===== src/rtl/tty_rx_pkg.sv =====
// Shared constants and types for the teleprinter frame receiver.
// Assumes five-bit codes; the shift codes are fixed by the line code.
package tty_rx_pkg;
    localparam int DATA_W = 5;
    localparam logic [DATA_W-1:0] CODE_LTRS = 5'b11111;
    localparam logic [DATA_W-1:0] CODE_FIGS = 5'b11011;

    typedef enum logic [1:0] {
        ST_HUNT,
        ST_START,
        ST_DATA,
        ST_STOP
    } rx_state_t;
endpackage


===== src/rtl/tty_rx_sampler.sv =====
// Line front end: applies polarity, keeps the last two samples, and
// produces a three-sample majority and a mark-to-space edge flag.
// Assumes one sample per clock with smp_en high; outputs are combinational
// on the current sample so a decision can be taken in the same clock.
module tty_rx_sampler (
    input  logic clk,
    input  logic rst_n,
    input  logic smp_en,
    input  logic smp_in,
    input  logic invert,
    output logic line_vote,
    output logic line_fall
);
    logic       line_now;
    logic [1:0] hist;

    assign line_now = smp_in ^ invert;

    // Sample history, initialised to the idle mark level.
    always_ff @(posedge clk) begin
        if (!rst_n)
            hist <= 2'b11;
        else if (smp_en)
            hist <= {hist[0], line_now};
    end

    // Majority of the two stored samples and the current one.
    always_comb begin
        line_vote = (hist[1] & hist[0]) | (hist[1] & line_now) | (hist[0] & line_now);
    end

    // Falling edge: previous sample mark, current sample space.
    always_comb begin
        line_fall = smp_en & hist[0] & ~line_now;
    end
endmodule


===== src/rtl/tty_rx_bitclk.sv =====
// Fractional bit-period timer. On load it starts half a period ahead;
// afterwards it counts whole samples down and adds the full period back
// when it expires, keeping the fraction. Assumes period >= 2.0.
module tty_rx_bitclk #(
    parameter int INT_W  = 16,
    parameter int FRAC_W = 8
) (
    input  logic                      clk,
    input  logic                      rst_n,
    input  logic                      smp_en,
    input  logic                      load,
    input  logic                      run,
    input  logic [INT_W+FRAC_W-1:0]   period,
    output logic                      tick
);
    localparam int PER_W = INT_W + FRAC_W;
    localparam logic [PER_W-1:0] ONE = PER_W'(1) << FRAC_W;

    logic [PER_W-1:0] acc;
    logic [PER_W-1:0] half;

    assign half = period >> 1;

    // Decision point: running and less than one sample remains.
    always_comb begin
        tick = smp_en & run & (acc < ONE);
    end

    // Phase accumulator: load half period, step one sample, reload with carry.
    always_ff @(posedge clk) begin
        if (!rst_n)
            acc <= '0;
        else if (smp_en) begin
            if (load)
                acc <= (half >= ONE) ? (half - ONE) : '0;
            else if (run)
                acc <= (acc < ONE) ? (acc + period - ONE) : (acc - ONE);
        end
    end
endmodule


===== src/rtl/tty_rx_ctrl.sv =====
// Frame sequencer: confirms the start bit, shifts in the data bits first
// bit lowest, judges the stop position, tracks the shift mode and drives
// the character outputs. Assumes decisions arrive as single-clock ticks.
module tty_rx_ctrl
    import tty_rx_pkg::*;
(
    input  logic              clk,
    input  logic              rst_n,
    input  logic              line_fall,
    input  logic              line_vote,
    input  logic              tick,
    output logic              load,
    output logic              run,
    output logic              hunting,
    output logic              char_valid,
    output logic [DATA_W-1:0] char_data,
    output logic              frame_err,
    output logic              figs_mode
);
    localparam int IDX_W = $clog2(DATA_W);

    rx_state_t         state;
    logic [IDX_W-1:0]  bit_idx;
    logic [DATA_W-1:0] shreg;

    // Timer control derived from the current state.
    always_comb begin
        hunting = (state == ST_HUNT);
        load    = hunting & line_fall;
        run     = ~hunting;
    end

    // Frame state machine and output registers.
    always_ff @(posedge clk) begin
        if (!rst_n) begin
            state      <= ST_HUNT;
            bit_idx    <= '0;
            shreg      <= '0;
            char_valid <= 1'b0;
            char_data  <= '0;
            frame_err  <= 1'b0;
            figs_mode  <= 1'b0;
        end else begin
            char_valid <= 1'b0;
            case (state)
                ST_HUNT: begin
                    if (line_fall)
                        state <= ST_START;
                end
                ST_START: begin
                    if (tick) begin
                        if (line_vote)
                            state <= ST_HUNT;
                        else begin
                            state   <= ST_DATA;
                            bit_idx <= '0;
                        end
                    end
                end
                ST_DATA: begin
                    if (tick) begin
                        shreg <= {line_vote, shreg[DATA_W-1:1]};
                        if (bit_idx == IDX_W'(DATA_W - 1))
                            state <= ST_STOP;
                        else
                            bit_idx <= bit_idx + 1'b1;
                    end
                end
                ST_STOP: begin
                    if (tick) begin
                        state <= ST_HUNT;
                        if (!line_vote) begin
                            char_valid <= 1'b1;
                            char_data  <= shreg;
                            frame_err  <= 1'b1;
                        end else if (shreg == CODE_LTRS)
                            figs_mode <= 1'b0;
                        else if (shreg == CODE_FIGS)
                            figs_mode <= 1'b1;
                        else begin
                            char_valid <= 1'b1;
                            char_data  <= shreg;
                            frame_err  <= 1'b0;
                        end
                    end
                end
                default: state <= ST_HUNT;
            endcase
        end
    end
endmodule


===== src/rtl/tty_frame_rx.sv =====
// Top of the five-bit teleprinter frame receiver: line front end,
// fractional bit timer and frame sequencer. Assumes bit_period is
// 16.8 fixed point with an integer part of at least 4.
module tty_frame_rx #(
    parameter int INT_W  = 16,
    parameter int FRAC_W = 8
) (
    input  logic                    clk,
    input  logic                    rst_n,
    input  logic                    smp_en,
    input  logic                    smp_in,
    input  logic                    invert,
    input  logic [INT_W+FRAC_W-1:0] bit_period,
    output logic                    char_valid,
    output logic [4:0]              char_data,
    output logic                    frame_err,
    output logic                    figs_mode
);
    logic line_vote;
    logic line_fall;
    logic bit_tick;
    logic tmr_load;
    logic tmr_run;
    logic hunting;

    tty_rx_sampler u_smp (
        .clk       (clk),
        .rst_n     (rst_n),
        .smp_en    (smp_en),
        .smp_in    (smp_in),
        .invert    (invert),
        .line_vote (line_vote),
        .line_fall (line_fall)
    );

    tty_rx_bitclk #(
        .INT_W  (INT_W),
        .FRAC_W (FRAC_W)
    ) u_clk (
        .clk    (clk),
        .rst_n  (rst_n),
        .smp_en (smp_en),
        .load   (tmr_load),
        .run    (tmr_run),
        .period (bit_period),
        .tick   (bit_tick)
    );

    tty_rx_ctrl u_ctl (
        .clk        (clk),
        .rst_n      (rst_n),
        .line_fall  (line_fall),
        .line_vote  (line_vote),
        .tick       (bit_tick),
        .load       (tmr_load),
        .run        (tmr_run),
        .hunting    (hunting),
        .char_valid (char_valid),
        .char_data  (char_data),
        .frame_err  (frame_err),
        .figs_mode  (figs_mode)
    );
endmodule


===== config.mk =====
export PLATFORM = sky130hd
export DESIGN_NAME = tty_frame_rx
export DESIGN_NICKNAME = d
export VERILOG_FILES = /design/src/rtl/tty_rx_pkg.sv /design/src/rtl/tty_rx_sampler.sv /design/src/rtl/tty_rx_bitclk.sv /design/src/rtl/tty_rx_ctrl.sv /design/src/rtl/tty_frame_rx.sv
export SDC_FILE = /design/constraint.sdc
export NUM_CORES = 1
export LEC_CHECK = 0
export BUFFER_PORTS_ARGS = -buffer_cell sky130_fd_sc_hd__buf_2
export CAP_MARGIN = 20
export CORE_MARGIN = 2
export CORE_UTILIZATION = 41
export DETAILED_ROUTE_END_ITERATION = 12
export HOLD_SLACK_MARGIN = 0.03
export PLACE_DENSITY_LB_ADDON = 0.25
export REMOVE_ABC_BUFFERS = 1
export SLEW_MARGIN = 10
export SYNTH_ARGS = -nofsm -noshare
export SYNTH_HDL_FRONTEND = slang
export SYNTH_HIERARCHICAL = 1
export SYNTH_SLANG_ARGS = --single-unit

===== constraint.sdc =====
create_clock -name clk -period 3.8 [get_ports clk]
set_input_delay 0.95 -clock clk [delete_from_list [all_inputs] [get_ports clk]]
set_output_delay 0.95 -clock clk [all_outputs]
set_load 0.05 [all_outputs]

Yosys cells after proc, flatten, opt, wreduce, memory -nomap -nowiden
Cells that the tools add are included.
{"block": "totals", "regBits": 44, "latchBits": 0, "ramBits": 0, "mem_bits_ro": 0, "in_bits": 29, "output_inout_bits": 8, "wordCells": 82, "mem_count": 0}
{"block": "classes", "addsub": 5, "multipliers": 0, "div_mod_pow": 0, "order_cmp": 2, "eq_ne": 16, "shift": 0, "n_mux": 27, "bitwise_logic": 13, "n_reduce_logical": 10}
{"cell": "$mux W24", "count": 4}
{"cell": "$sub A24 B9 Y24 const B", "count": 2}
{"cell": "$add A24 B24 Y24", "count": 1}
{"cell": "$lt A24 B9 Y1 const B", "count": 1}
{"cell": "$sub A23 B9 Y24 const B", "count": 1}
{"cell": "$ge A23 B9 Y1 const B", "count": 1}
{"cell": "$ne A2 B2 Y1 const B", "count": 8}
{"cell": "$mux W5", "count": 3}
{"cell": "$mux W2", "count": 6}
{"cell": "$mux W3", "count": 4}
{"cell": "$eq A5 B5 Y1 const B", "count": 2}
{"cell": "$reduce_and A5 Y1", "count": 2}
{"cell": "$and A1 B1 Y1", "count": 8}
{"cell": "$mux W1", "count": 8}
{"cell": "$pmux W2 S4", "count": 1}
{"cell": "$reduce_and A4 Y1", "count": 2}
{"cell": "$pmux W3 S2", "count": 1}
{"cell": "$eq A2 B2 Y1 const B", "count": 2}
{"cell": "$ne A2 B1 Y1 const B", "count": 2}
{"cell": "$reduce_and A2 Y1", "count": 2}
{"cell": "$reduce_bool A2 Y1", "count": 2}
{"cell": "$add A3 B1 Y3 const B", "count": 1}
{"cell": "$eq A3 B3 Y1 const B", "count": 1}
{"cell": "$reduce_and A3 Y1", "count": 1}
{"cell": "other kinds (5)", "count": 7}

Depth between registers and ports, before layout
Gate-level depths: netlist of run 1.
{"block": "logic_depth", "ltp_word": 7, "mapped_depth": 12, "mapped_depth_nobuf": 11}

Cells and area by module
The synthesis of run 1 kept the hierarchy.
{"mod": "tty_rx_bitclk", "instances": 1, "cells_per_inst": 476, "area_each_um2": 3459.6, "seq_area_each_um2": 480.5}
{"mod": "tty_rx_ctrl", "instances": 1, "cells_per_inst": 81, "area_each_um2": 813.3, "seq_area_each_um2": 360.3}
{"mod": "tty_rx_sampler", "instances": 1, "cells_per_inst": 11, "area_each_um2": 97.6, "seq_area_each_um2": 40.0}

Worst setup path after synthesis of run 1
OpenSTA, ideal clock, no wires.
{"block": "synth_timing", "path_kind": "in2reg", "startpoint": "in bit_period[1]", "endpoint": "reg u_clk.acc[21]", "setup_ns": 0.079, "arrival_time_ns": 3.318, "t_required_ns": 3.721, "slack_ns": 0.403, "stages": 10, "n_path_buf": 0, "path_cell_list": "ha_1 > ha_1 > fa_1 > a21o_1 > a221oi_1 > o2111a_1 > nor3_1 > o21ai_0 > mux2_2 > o211ai_1"}
{"block": "synth_via", "elab_chain_cells": 5, "word_cells_on_any_way": 8, "classes_between": "add/sub: 3; order compare: 1; mux: 4"}
{"element": "start, declared", "line": "tty_frame_rx.sv:13", "source": "input logic [INT_W+FRAC_W-1:0] bit_period,"}
{"element": "$add A24 B24 Y24", "line": "tty_rx_bitclk.sv:37", "source": "acc <= (acc < ONE) ? (acc + period - ONE) : (acc - ONE);"}
{"element": "$sub A24 B9 Y24", "line": "tty_rx_bitclk.sv:37"}
{"element": "$mux W24", "line": "tty_rx_bitclk.sv:37"}
{"element": "$mux W24", "line": "tty_rx_bitclk.sv:36", "source": "else if (run)"}
{"element": "$mux W24 (*)", "line": "tty_rx_bitclk.sv:34", "source": "if (load)"}
{"element": "end signal, assigned", "line": "tty_rx_bitclk.sv:35", "source": "acc <= (half >= ONE) ? (half - ONE) : '0;"}
{"element": "end signal, assigned", "line": "tty_rx_bitclk.sv:37"}
{"element": "end, declared", "line": "tty_rx_bitclk.sv:19", "source": "logic [PER_W-1:0] acc;"}
Every way passes the cells marked *; elsewhere a longest branch is shown, timed or not. The select of a mux whose other input is x is not followed.
A chain may end at the register's enable or synchronous reset.

Worst setup path after layout of run 1
Same ends and word-level chain as after synthesis.

==> impl_metrics.csv, run 1 <==
group,metric,value,unit
synthesis,ys_types,72,
setup_path,cp_slowest_cell,"fa_1",
pwr,cellLeakagePower,2.34,nW
sta,slew-limit-headroom,0.595,
sta,worst_pin_slew,601,ps
pwr,ir_drop,0.000197,V
synthesis,ys.flop_type,"dfxtp_1",
floorplan,die_y,107,µm
clocking,clock_path_buffers,2,
grt,grt_antenna_before_repair,0,
grt,grt_pass1_wl,20500,µm
synthesis,syn_area,4370,µm²
pwr,power.density,411,nW/µm²
placement,portBuffers,36,
setup_path,cpPeakStageDelay,410,ps
sta,post-route-period-util,0.914,
floorplan,fp.coreArea,10300,µm²
floorplan,dieArea,11500,µm²
drt,wirelength,12500,µm
clocking,clkTransAtPathRegs,90,ps
run,drv_cap,0,
sta,rsz0062_at_grt,"no",
clocking,htreeDepth,2,
clocking,clock_latency,300,ps
drt,antenna_left,0,
final_layout,syn_to_final_growth,11.6,%
clocking,clock_sinks,44,
setup_path,setup.worst_path.class,"in -> reg",
setup_path,crit_fanout,3,
placement,post_dp_cell_area,4770,µm²
setup_path,crit_top_cell,"ha_1",
floorplan,die_x,107,µm
final_layout,fin_area,4880,µm²
drt,wl_met1,5730,µm
drt,dr.pass1.iters,6,
synthesis,synth-edff-count,0,
drt,routedWlPerCell,16.8,µm
synthesis,ys_async_sr_fraction,0,
grt,grt_pass1_vias,4219,
floorplan,initial_core_util,0.423,
sta,period_minus_slack,3470,ps
setup_path,end_kind,"flop",
sta,setup_tns,0,ps
setup_path,crit_path_start_kind,"primary input",
final_layout,nets,688,
sta,setup_violations,0,
final_layout,nFillCells,1021,
drt,wl_met2,5690,µm
grt,grt_max_degree,35,
grt,grt_overflow_total,0,
clocking,cts_buffers,5,
synthesis,yosysWarnings,6,
synthesis,synth_area_leaders,"dfxtp_1, ha_1, inv_1, o21ai_0, xnor2_1",
synthesis,seq_area_frac_synth,0.202,
sta,fin_skew,9.20,ps
final_layout,layout_common_cells,"inv_1, ha_1, nand2_1",
sta,hold_violations,0,
clocking,post_cts_resized,0,
drt,viasPerCell,5.84,
drt,drt_iter0_drc,336,
drt,dr_wl_met3,796,µm
floorplan,rows,37,
setup_path,required,4040,ps
synthesis,yosys.area.top_type,"dfxtp_1",
clocking,cts_root_buffer,"clkbuf_8",
grt,grtUsageTotal,0.223,
final_layout,final_common_cell,"inv_1",
synthesis,postSynthAreaPerCell,7.69,µm²
drt,top_layer,"met4",
placement,hpwl,9890,µm
final_layout,drive_gt1_frac,0.136,
run_status,outcome,"completed",
drt,drc,0,
floorplan,ioPinCount,37,
sta,max_freq,288,MHz
drt,vias,4351,
min_path,worstHoldPathType,"reg -> reg",
placement,place.gp.congestion,0.937,
synthesis,netlist_instances,568,
setup_path,worstPathCellList,"buf_2 -> ha_1 -> ha_1 -> fa_1 -> a21o_1 -> a221oi_1 -> buf_4 -> o2111a_1 -> nor3_1 -> o21ai_0 -> mux2_2 -> o211ai_1",
final_layout,diodes,0,
setup_path,arrival,3710,ps
clocking,cts_tree,"done",
synthesis,synth.top_cell.area_share,0.202,
sta,report.final.slew_viol_count,0,
synthesis,ys_ff_latch,44,
clocking,ctsHoldBuffers,0,
clocking,cts_setup_buffers,0,
[final timing paths]
path / start / to / slack (ps) / depth (start not counted)
setup / recovery: bit_period[1] / u_clk/acc[21]$_SDFFE_PN0P_ / 330 / 12
hold / removal: u_ctl/char_data[2]$_SDFFE_PN0P_ / u_ctl/char_data[2]$_SDFFE_PN0P_ / 470 / 2
setup reg to reg: u_clk/acc[8]$_SDFFE_PN0P_ / u_clk/acc[6]$_SDFFE_PN0P_ / 590 / 9
hold reg to reg: u_ctl/char_data[2]$_SDFFE_PN0P_ / u_ctl/char_data[2]$_SDFFE_PN0P_ / 470 / 2
[metal layers]
| metal | vias up | track usage |
|---|---|---|
| met5 | - | 0 |
| met4 | 0 | 0.0696 |
| met3 | 20 | 0.0322 |
| met2 | 149 | 0.364 |
| met1 | 2049 | 0.301 |
| li1 | 2133 | - |
[Yosys cell counts, types with 6 or more instances]
cell type,count
nand3_1,22
clkbuf_1,15
o211ai_1,8
nor2_1,28
a21o_1,13
o211a_1,8
nor4_1,7
nor3_1,15
o21ai_0,39
a21oi_1,36
a31oi_1,7
a22oi_1,9
dfxtp_1,44
ha_1,50
and3_1,6
xnor2_1,21
mux2i_1,10
xor2_1,11
inv_1,70
nand2_1,48
[critical path, delay by kind of cell]
kind	cells	cell delay (ps)
fa+ha+maj	3	930
simple gates	1	100
mux	1	350
buf+inv	2	310
compound gates	5	1060
[logic make-up after synthesis]
kind of cell               count (synthesis)  share of synthesized area
and+or+nand+nor                          169                      0.202
buffers and inverters                     90                     0.0807
muxes                                     11                     0.0255
DFF                                       44                      0.202
AOI/OAI and AO/OA                        170                      0.276
adders and majority gates                 52                      0.150
xor gates and xnor gates                  32                     0.0641
[sequential cells by signal, summed over array words and instances, names as in the netlist, named ones only]
signal	flops
u_clk/acc	24
u_ctl/char_data	5
u_ctl/shreg	5
u_ctl/bit_idx	3
u_smp/hist	2
u_ctl/char_valid	1
u_ctl/figs_mode	1
u_ctl/frame_err	1
u_ctl/state	1
[stage by stage]
stage | setup WS (ps) | total power [W] | std cells | utilization | hold WS, ps
after floorplan | 403 | 0.00131 | 548 | - | 453
after global placement | 81.3 | 0.00161 | 737 | 0.462 | 442
after detailed placement | 54.7 | 0.00162 | 737 | 0.462 | 457
after CTS | 355 | 0.00200 | 745 | 0.473 | 472
after global routing | 121 | 0.00215 | 745 | 0.473 | 511
final | 326 | 0.00201 | 745 | 0.473 | 466
[where the power goes]
part / total (W) / internal (W) / switching, W
logic: 0.00110 / 0.000440 / 0.000658
clock network: 0.000369 / 0.000195 / 0.000173
registers: 0.000539 / 0.000498 / 0.0000417
total: 0.00201 / 0.00113 / 0.000873
[area by class of cell]
type	instances	area, µm²	share of cell area
clock buffer	6	72.6	0.0149
clock inverter	2	35.0	0.00718
timing repair buffer	53	320	0.0657
sequential	44	881	0.181
multi-input combinational	434	3140	0.643
tap	136	170	0.0349
inverter	70	263	0.0539
(Power assumes the default switching activity.)
==> inputs of run 2 (changes only) <==
--- a/config.mk
+++ b/config.mk
@@ -5,6 +5,7 @@
 export SDC_FILE = /design/constraint.sdc
 export NUM_CORES = 1
 export LEC_CHECK = 0
+export ABC_AREA = 1
 export BUFFER_PORTS_ARGS = -buffer_cell sky130_fd_sc_hd__buf_2
 export CAP_MARGIN = 20
 export CORE_MARGIN = 2
==> run 2 against run 1 <==
Net effect: sequential share of layout area decreased by 1.1 points; clock skew decreased by 0.67 ps; wire length increased by 5.0%; highest routed layer unchanged; first-iteration DRC count decreased by 9.5%; die area increased by 7.7%; core utilization decreased by 1.4 points.
==> impl_metrics.csv, run 2 <==
group,metric,value,unit
pwr,cellLeakagePower,2.76,nW
setup_path,rrSetupSlack,1110,ps
synthesis,seq_area_frac_synth,0.187,
final_layout,nFillCells,1243,
setup_path,path_buf_inv,1,
sta,post-route-period-util,0.790,
drt,wirelength,13100,µm
clocking,ctsHoldBuffers,0,
setup_path,cpPeakStageDelay,410,ps
synthesis,synth.top_cell.area_share,0.187,
clocking,htreeDepth,2,
final_layout,multi_input_area,3200,µm²
floorplan,rows,39,
clocking,post_cts_resized,0,
floorplan,fp.coreArea,11300,µm²
setup_path,cp_slowest_cell,"fa_1",
setup_path,crit_fanout,3,
sta,hold_violations,0,
synthesis,synth-edff-count,0,
synthesis,yosys.area.top_type,"dfxtp_1",
synthesis,netlist_instances,781,
floorplan,dieArea,12400,µm²
setup_path,end_kind,"flop",
floorplan,initial_core_util,0.417,
floorplan,die_y,111,µm
floorplan,ioPinCount,37,
setup_path,arrival,3230,ps
final_layout,fin_util,0.459,
grt,grt_pass1_vias,4489,
clocking,cts_buffers,5,
final_layout,regMostFlops,"u_clk/acc",
min_path,worstHoldPathType,"reg -> reg",
synthesis,syn_area,4720,µm²
drt,drc,0,
placement,post_dp_cell_area,5040,µm²
min_path,hold_depth,2,
drt,antenna_left,0,
clocking,clkTransAtPathRegs,70,ps
pwr,p_switching,0.000778,W
setup_path,required,4030,ps
setup_path,crit_path_start_kind,"primary input",
run,drv_cap,0,
clocking,clock_sinks,44,
final_layout,regArea,881,µm²
setup_path,worstPathCellList,"buf_2 -> ha_1 -> ha_1 -> fa_1 -> nand2_1 -> nand3_1 -> and2_1 -> nand2_1 -> nand2_1 -> nand2_1 -> nand2_1 -> nand2_1 -> nand3_1 -> nand2_1 -> nand2_1 -> a21oi_2",
pwr,swShare,0.428,
clocking,cts_setup_buffers,0,
drt,vias,4951,
synthesis,synth_area_leaders,"dfxtp_1, nand2_1, ha_1, inv_1, nor2_1",
setup_path,worstRegToRegCells,16,
floorplan,die_x,111,µm
setup_path,cp_top_family,"simple AND/OR/NAND/NOR gates",
final_layout,drive_gt1_frac,0.0928,
setup_path,crit_cells,16,
sta,max_freq,333,MHz
placement,portBuffers,36,
final_layout,fin_area,5190,µm²
synthesis,yosysWarnings,6,
pwr,ir_drop,0.000260,V
pwr,power.density,350,nW/µm²
pwr,finalPower,0.00182,W
synthesis,ys.flop_type,"dfxtp_1",
sta,period_minus_slack,3000,ps
clocking,cts_root_buffer,"clkbuf_16",
synthesis,synthTopCellsByCount,"nand2_1, inv_1, nor2_1, nand3_1, o21ai_0",
placement,hpwl,10500,µm
synthesis,yosysMostFrequentCell,"nand2_1",
drt,viasPerCell,5.15,
pwr,clkPwrFrac,0.251,
final_layout,layout_common_cells,"nand2_1, inv_1, nor2_1",
setup_path,timing.rr.start,"u_clk/acc[8]$_SDFFE_PN0P_",
sta,rsz0062_at_grt,"no",
grt,grt_pass1_wl,21700,µm
setup_path,crit_top_cell,"nand2_1",
synthesis,ys_ff_latch,44,
drt,drt_iter0_drc,304,
min_path,min-delay-start,"u_ctl/char_data[3]$_SDFFE_PN0P_",
final_layout,nets,898,
grt,grt_max_degree,37,
sta,report.final.slew_viol_count,0,
run_status,outcome,"completed",
grt,grtUsageTotal,0.213,
synthesis,ys_async_sr_fraction,0,
clocking,cts_tree,"done",
sta,setup_tns,0,ps
clocking,clock_latency,290,ps
final_layout,diodes,0,
setup_path,setup.worst_path.class,"in -> reg",
min_path,min_to,"u_ctl/char_data[3]$_SDFFE_PN0P_",
grt,grt_antenna_before_repair,0,
final_layout,final_common_cell,"nand2_1",
synthesis,postSynthAreaPerCell,6.05,µm²
drt,routedWlPerCell,13.6,µm
pwr,power_frac_comb,0.469,
sta,worst_pin_slew,710,ps
sta,fin_skew,8.53,ps
pwr,power.internal,0.00104,W
pwr,p_seq_frac,0.280,
sta,setup_violations,0,
grt,grt_overflow_total,0,
synthesis,ys_types,41,
setup_path,r2r-end,"u_ctl/char_data[2]$_SDFFE_PN0P_",
final_layout,largest_reg_flops,24,
placement,place.gp.congestion,0.939,
final_layout,reg_top3,"u_clk/acc (24), u_ctl/char_data (5), u_ctl/shreg (5)",
clocking,clock_path_buffers,2,
drt,dr.pass1.iters,5,
final_layout,syn_to_final_growth,9.96,%
sta,slew-limit-headroom,0.526,
[run 2: changes by cell type after synthesis, moves of 13 or more]
cell,previous run,this run
xnor2_1,21,3
nand3_1,22,65
a21oi_1,36,55
nand2_1,48,170
o21ai_0,39,57
nor2_1,28,88
inv_1,70,140
a21o_1,13,0
xor2_1,11,26
[run 2: cell families after synthesis]
family	after synthesis	synth area share
AO/OA/AOI/OAI	133	0.150
XOR/XNOR	29	0.0538
adder cells (fa/ha/maj)	51	0.137
buffers and inverters	159	0.135
flip-flops	44	0.187
AND/OR/NAND/NOR	365	0.338
[run 2: how the worst max path moves through the flow]
stage	startpoint	end	slack [ps]
6_report	bit_period[1]	u_clk/acc[17]$_SDFFE_PN0P_	800
5_1_grt	bit_period[1]	u_clk/acc[17]$_SDFFE_PN0P_	610
4_1_cts	bit_period[1]	u_clk/acc[17]$_SDFFE_PN0P_	820
3_5_place_dp	bit_period[1]	u_clk/acc[17]$_SDFFE_PN0P_	530
3_3_place_gp	bit_period[1]	u_clk/acc[17]$_SDFFE_PN0P_	530
2_1_floorplan	bit_period[1]	u_clk/acc[9]$_SDFFE_PN0P_	980
[run 2: per-stage QoR]
stage / cells / setup slack, ps / hold slack, ps
after CTS: 962 / 817 / 478
final: 962 / 797 / 477
after global routing: 962 / 612 / 504
after floorplan: 769 / 980 / 451
after global placement: 954 / 528 / 454
after detailed placement: 954 / 525 / 461
[run 2: routing by layer]
metal	up-vias	wire (µm)	track usage
li1	2559	-	-
met1	2243	6470	0.299
met2	136	5680	0.336
met3	13	774	0.0410
met4	0	180	0.0543
met5	-	0	0
[run 2: power groups by stage]
stage	Combinational, W	Clock (W)	Sequential, W
2_1_floorplan	0.000622	0	0.000512
3_3_place_gp	0.000839	0	0.000519
3_5_place_dp	0.000839	0	0.000520
4_1_cts	0.000846	0.000466	0.000509
5_1_grt	0.000978	0.000485	0.000513
6_report	0.000852	0.000456	0.000510
[run 2: worst reg2reg max path, cell delays in order, from the launching register on]
cell and delay (ps):
dfxtp_1 330, inv_1 100, ha_1 200, inv_1 120
nor2_4 150, nand2_1 110, nor3_2 180, nand4_1 290
nor3_1 230, buf_4 210, nand2_4 70, clkinv_2 50
nand2_2 90, nor2_4 240, inv_1 80, nor2_1 90
nor2_1 50
[run 2: layout make-up]
type | instances | area share
Timing Repair Buffer | 42 | 0.0434
Sequential cell | 44 | 0.170
Clock inverter | 1 | 0.00145
Tap cell | 143 | 0.0345
Clock buffer | 7 | 0.0275
Multi-Input combinational cell | 578 | 0.617
Inverter | 147 | 0.107
==> inputs of run 3 (changes only) <==
==> constraint.sdc (replaced) <==
create_clock -name clk -period 2.55 [get_ports clk]
set_input_delay 0.6375 -clock clk [delete_from_list [all_inputs] [get_ports clk]]
set_output_delay 0.6375 -clock clk [all_outputs]
set_load 0.05 [all_outputs]
==> run 3 against run 2 <==
Net effect: first-iteration DRC count down 16%; core utilization up 7.4 points; final cell count up 10%; wire length up 8.2%; hold slack worse by 9.7 ps; critical path type is now reg -> reg.
==> impl_metrics.csv, run 3 (same netlist as run 2, synthesis figures left out) <==
group,metric,value,unit
run_status,outcome,"completed",
final_layout,regMostFlops,"u_clk/acc",
setup_path,setup.worst_path.class,"reg -> reg",
final_layout,diodes,0,
drt,routedWlPerCell,13.4,µm
final_layout,final_common_cell,"nand2_1",
floorplan,rows,39,
placement,dp_cells,1049,
pwr,power_frac_comb,0.512,
drt,drt_iter0_drc,256,
drt,viasPerCell,4.94,
placement,portBuffers,36,
final_layout,fin_cells,1061,
grt,grt_pass1_vias,5058,
grt,grt_antenna_before_repair,0,
clocking,clock_latency,290,ps
setup_path,timing.rr.start,"u_clk/acc[13]$_SDFFE_PN0P_",
pwr,power.internal,0.00187,W
min_path,hold_depth,2,
clocking,htreeDepth,2,
drt,dr.pass1.iters,5,
setup_path,cp_slowest_cell,"dfxtp_1",
min_path,worstHoldPathType,"reg -> reg",
setup_path,worstPathCellList,"buf_4 -> nor2_4 -> nand2_2 -> nor2_4 -> nand2_2 -> nor3_2 -> nand4_1 -> nor3_2 -> buf_4 -> nand2_4 -> clkinv_2 -> nand2_2 -> nor2_4 -> inv_1 -> nor2_1 -> nor2_1",
setup_path,crit_fanout,6,
run,drv_cap,0,
setup_path,r2r-end,"u_ctl/char_data[2]$_SDFFE_PN0P_",
placement,place.gp.congestion,0.950,
sta,report.final.slew_viol_count,0,
clocking,clock_sinks,44,
drt,vias,5238,
sta,max_freq,416,MHz
setup_path,worstRegToRegCells,16,
min_path,min_to,"u_ctl/char_data[3]$_SDFFE_PN0P_",
setup_path,rrSetupSlack,140,ps
final_layout,reg_top3,"u_clk/acc (24), u_ctl/char_data (5), u_ctl/shreg (5)",
sta,setup_violations,0,
placement,hpwl,11600,µm
pwr,p_seq_frac,0.240,
sta,whs,467,ps
clocking,clock_path_buffers,2,
final_layout,nFillCells,1217,
clocking,cts_tree,"done",
drt,wirelength,14200,µm
floorplan,die_y,111,µm
clocking,cts_buffers,5,
final_layout,nets,997,
final_layout,layout_common_cells,"nand2_1, inv_1, buf_4",
sta,fin_skew,6.04,ps
drt,drc,0,
pwr,p_switching,0.00125,W
pwr,cellLeakagePower,3.27,nW
pwr,clkPwrFrac,0.248,
grt,grt_max_degree,30,
clocking,ctsHoldBuffers,0,
setup_path,end_kind,"flop",
sta,post-route-period-util,0.943,
floorplan,fp.coreArea,11300,µm²
sta,worst_pin_slew,454,ps
setup_path,required,2740,ps
grt,grt_overflow_total,0,
final_layout,largest_reg_flops,24,
pwr,power.density,517,nW/µm²
pwr,swShare,0.402,
sta,slew-limit-headroom,0.695,
sta,hold_violations,0,
floorplan,ioPinCount,37,
clocking,cts_root_buffer,"clkbuf_16",
sta,rsz0062_at_grt,"yes",
setup_path,cpPeakStageDelay,320,ps
drt,antenna_left,0,
grt,grtUsageTotal,0.233,
min_path,min-delay-start,"u_ctl/char_data[3]$_SDFFE_PN0P_",
clocking,clkTransAtPathRegs,70,ps
sta,period_minus_slack,2410,ps
final_layout,drive_gt1_frac,0.215,
pwr,ir_drop,0.000318,V
floorplan,die_x,111,µm
setup_path,crit_path_start_kind,"flop",
floorplan,dieArea,12400,µm²
setup_path,arrival,2590,ps
grt,grt_pass1_wl,23700,µm
final_layout,syn_to_final_growth,27.7,%
floorplan,initial_core_util,0.417,
[run 3: changes by cell type in the layout (fill, tap and decap cells not counted), moves of 2 or more]
cell / change
buf_4: +99
nand2_1: -7
nand2_2: +7
dfxtp_1: -4
dfxtp_2: +4
a21oi_1: -3
a21oi_2: +3
o21ai_0: -3
o21ai_1: +3
ha_1: -2
ha_4: +2
nor3_1: -2
nor3_2: +2
[run 3: worst max-delay path: cells and delay by family (launching register included)]
kind,cells,cell delay [ps]
flops,1,320
simple gates,12,1540
buf+inv,4,420
[run 3: area by class of cell]
type,count,area [µm²],area share
clock inverters,3,46.3,0.00768
clock buffers,5,125,0.0207
multi-input cells,578,3270,0.543
well taps,143,179,0.0297
repair buffers,141,968,0.161
inverters,147,553,0.0917
flip-flops and latches,44,886,0.147
[run 3: power by group through the flow]
stage                     registers, W  logic (W)  clock network [W]
after floorplan               0.000764   0.000927                  0
after global placement        0.000763    0.00152                  0
after detailed placement      0.000764    0.00152                  0
after CTS                     0.000748    0.00154           0.000785
after global routing          0.000754    0.00179           0.000814
final                         0.000750    0.00160           0.000773
[run 3: metrics by stage]
step                      total power [W]  instance area (µm²)   util  setup WS, ps  setup TNS, ps
after floorplan                   0.00169                 4640      -          10.2              0
after global placement            0.00228                 5760  0.508          -170          -1810
after detailed placement          0.00228                 5760  0.508          -203          -2220
after CTS                         0.00307                 5930  0.524          98.3              0
after global routing              0.00336                 6030  0.533         -67.3           -175
final                             0.00312                 6030  0.533           144              0
[run 3: routing by layer]
metal  part of all wire  track usage  vias up
met3              0.046       0.0317       21
met4              0.022       0.0733        0
li1                   -            -     2767
met1               0.49        0.318     2331
met2               0.45        0.382      119
met5                  0            0        -
[run 3: worst max-delay path by stage]
stage | endpoint | slack, ps | startpoint | cells after the start
after floorplan | u_ctl/char_data[2]$_SDFFE_PN0P_ | 10 | u_clk/acc[8]$_SDFFE_PN0P_ | 15
after global placement | u_clk/acc[19]$_SDFFE_PN0P_ | -170 | bit_period[1] | 16
after detailed placement | u_clk/acc[19]$_SDFFE_PN0P_ | -200 | bit_period[1] | 16
after CTS | u_clk/acc[19]$_SDFFE_PN0P_ | 100 | bit_period[1] | 16
after global routing | u_ctl/char_data[2]$_SDFFE_PN0P_ | -70 | u_clk/acc[13]$_SDFFE_PN0P_ | 16
final | u_ctl/char_data[2]$_SDFFE_PN0P_ | 140 | u_clk/acc[13]$_SDFFE_PN0P_ | 16
[run 3: repair_timing]
action	in CTS	in global routing
setup endpoints to repair	0	24
setup buffers	0	4
resized for setup	0	26
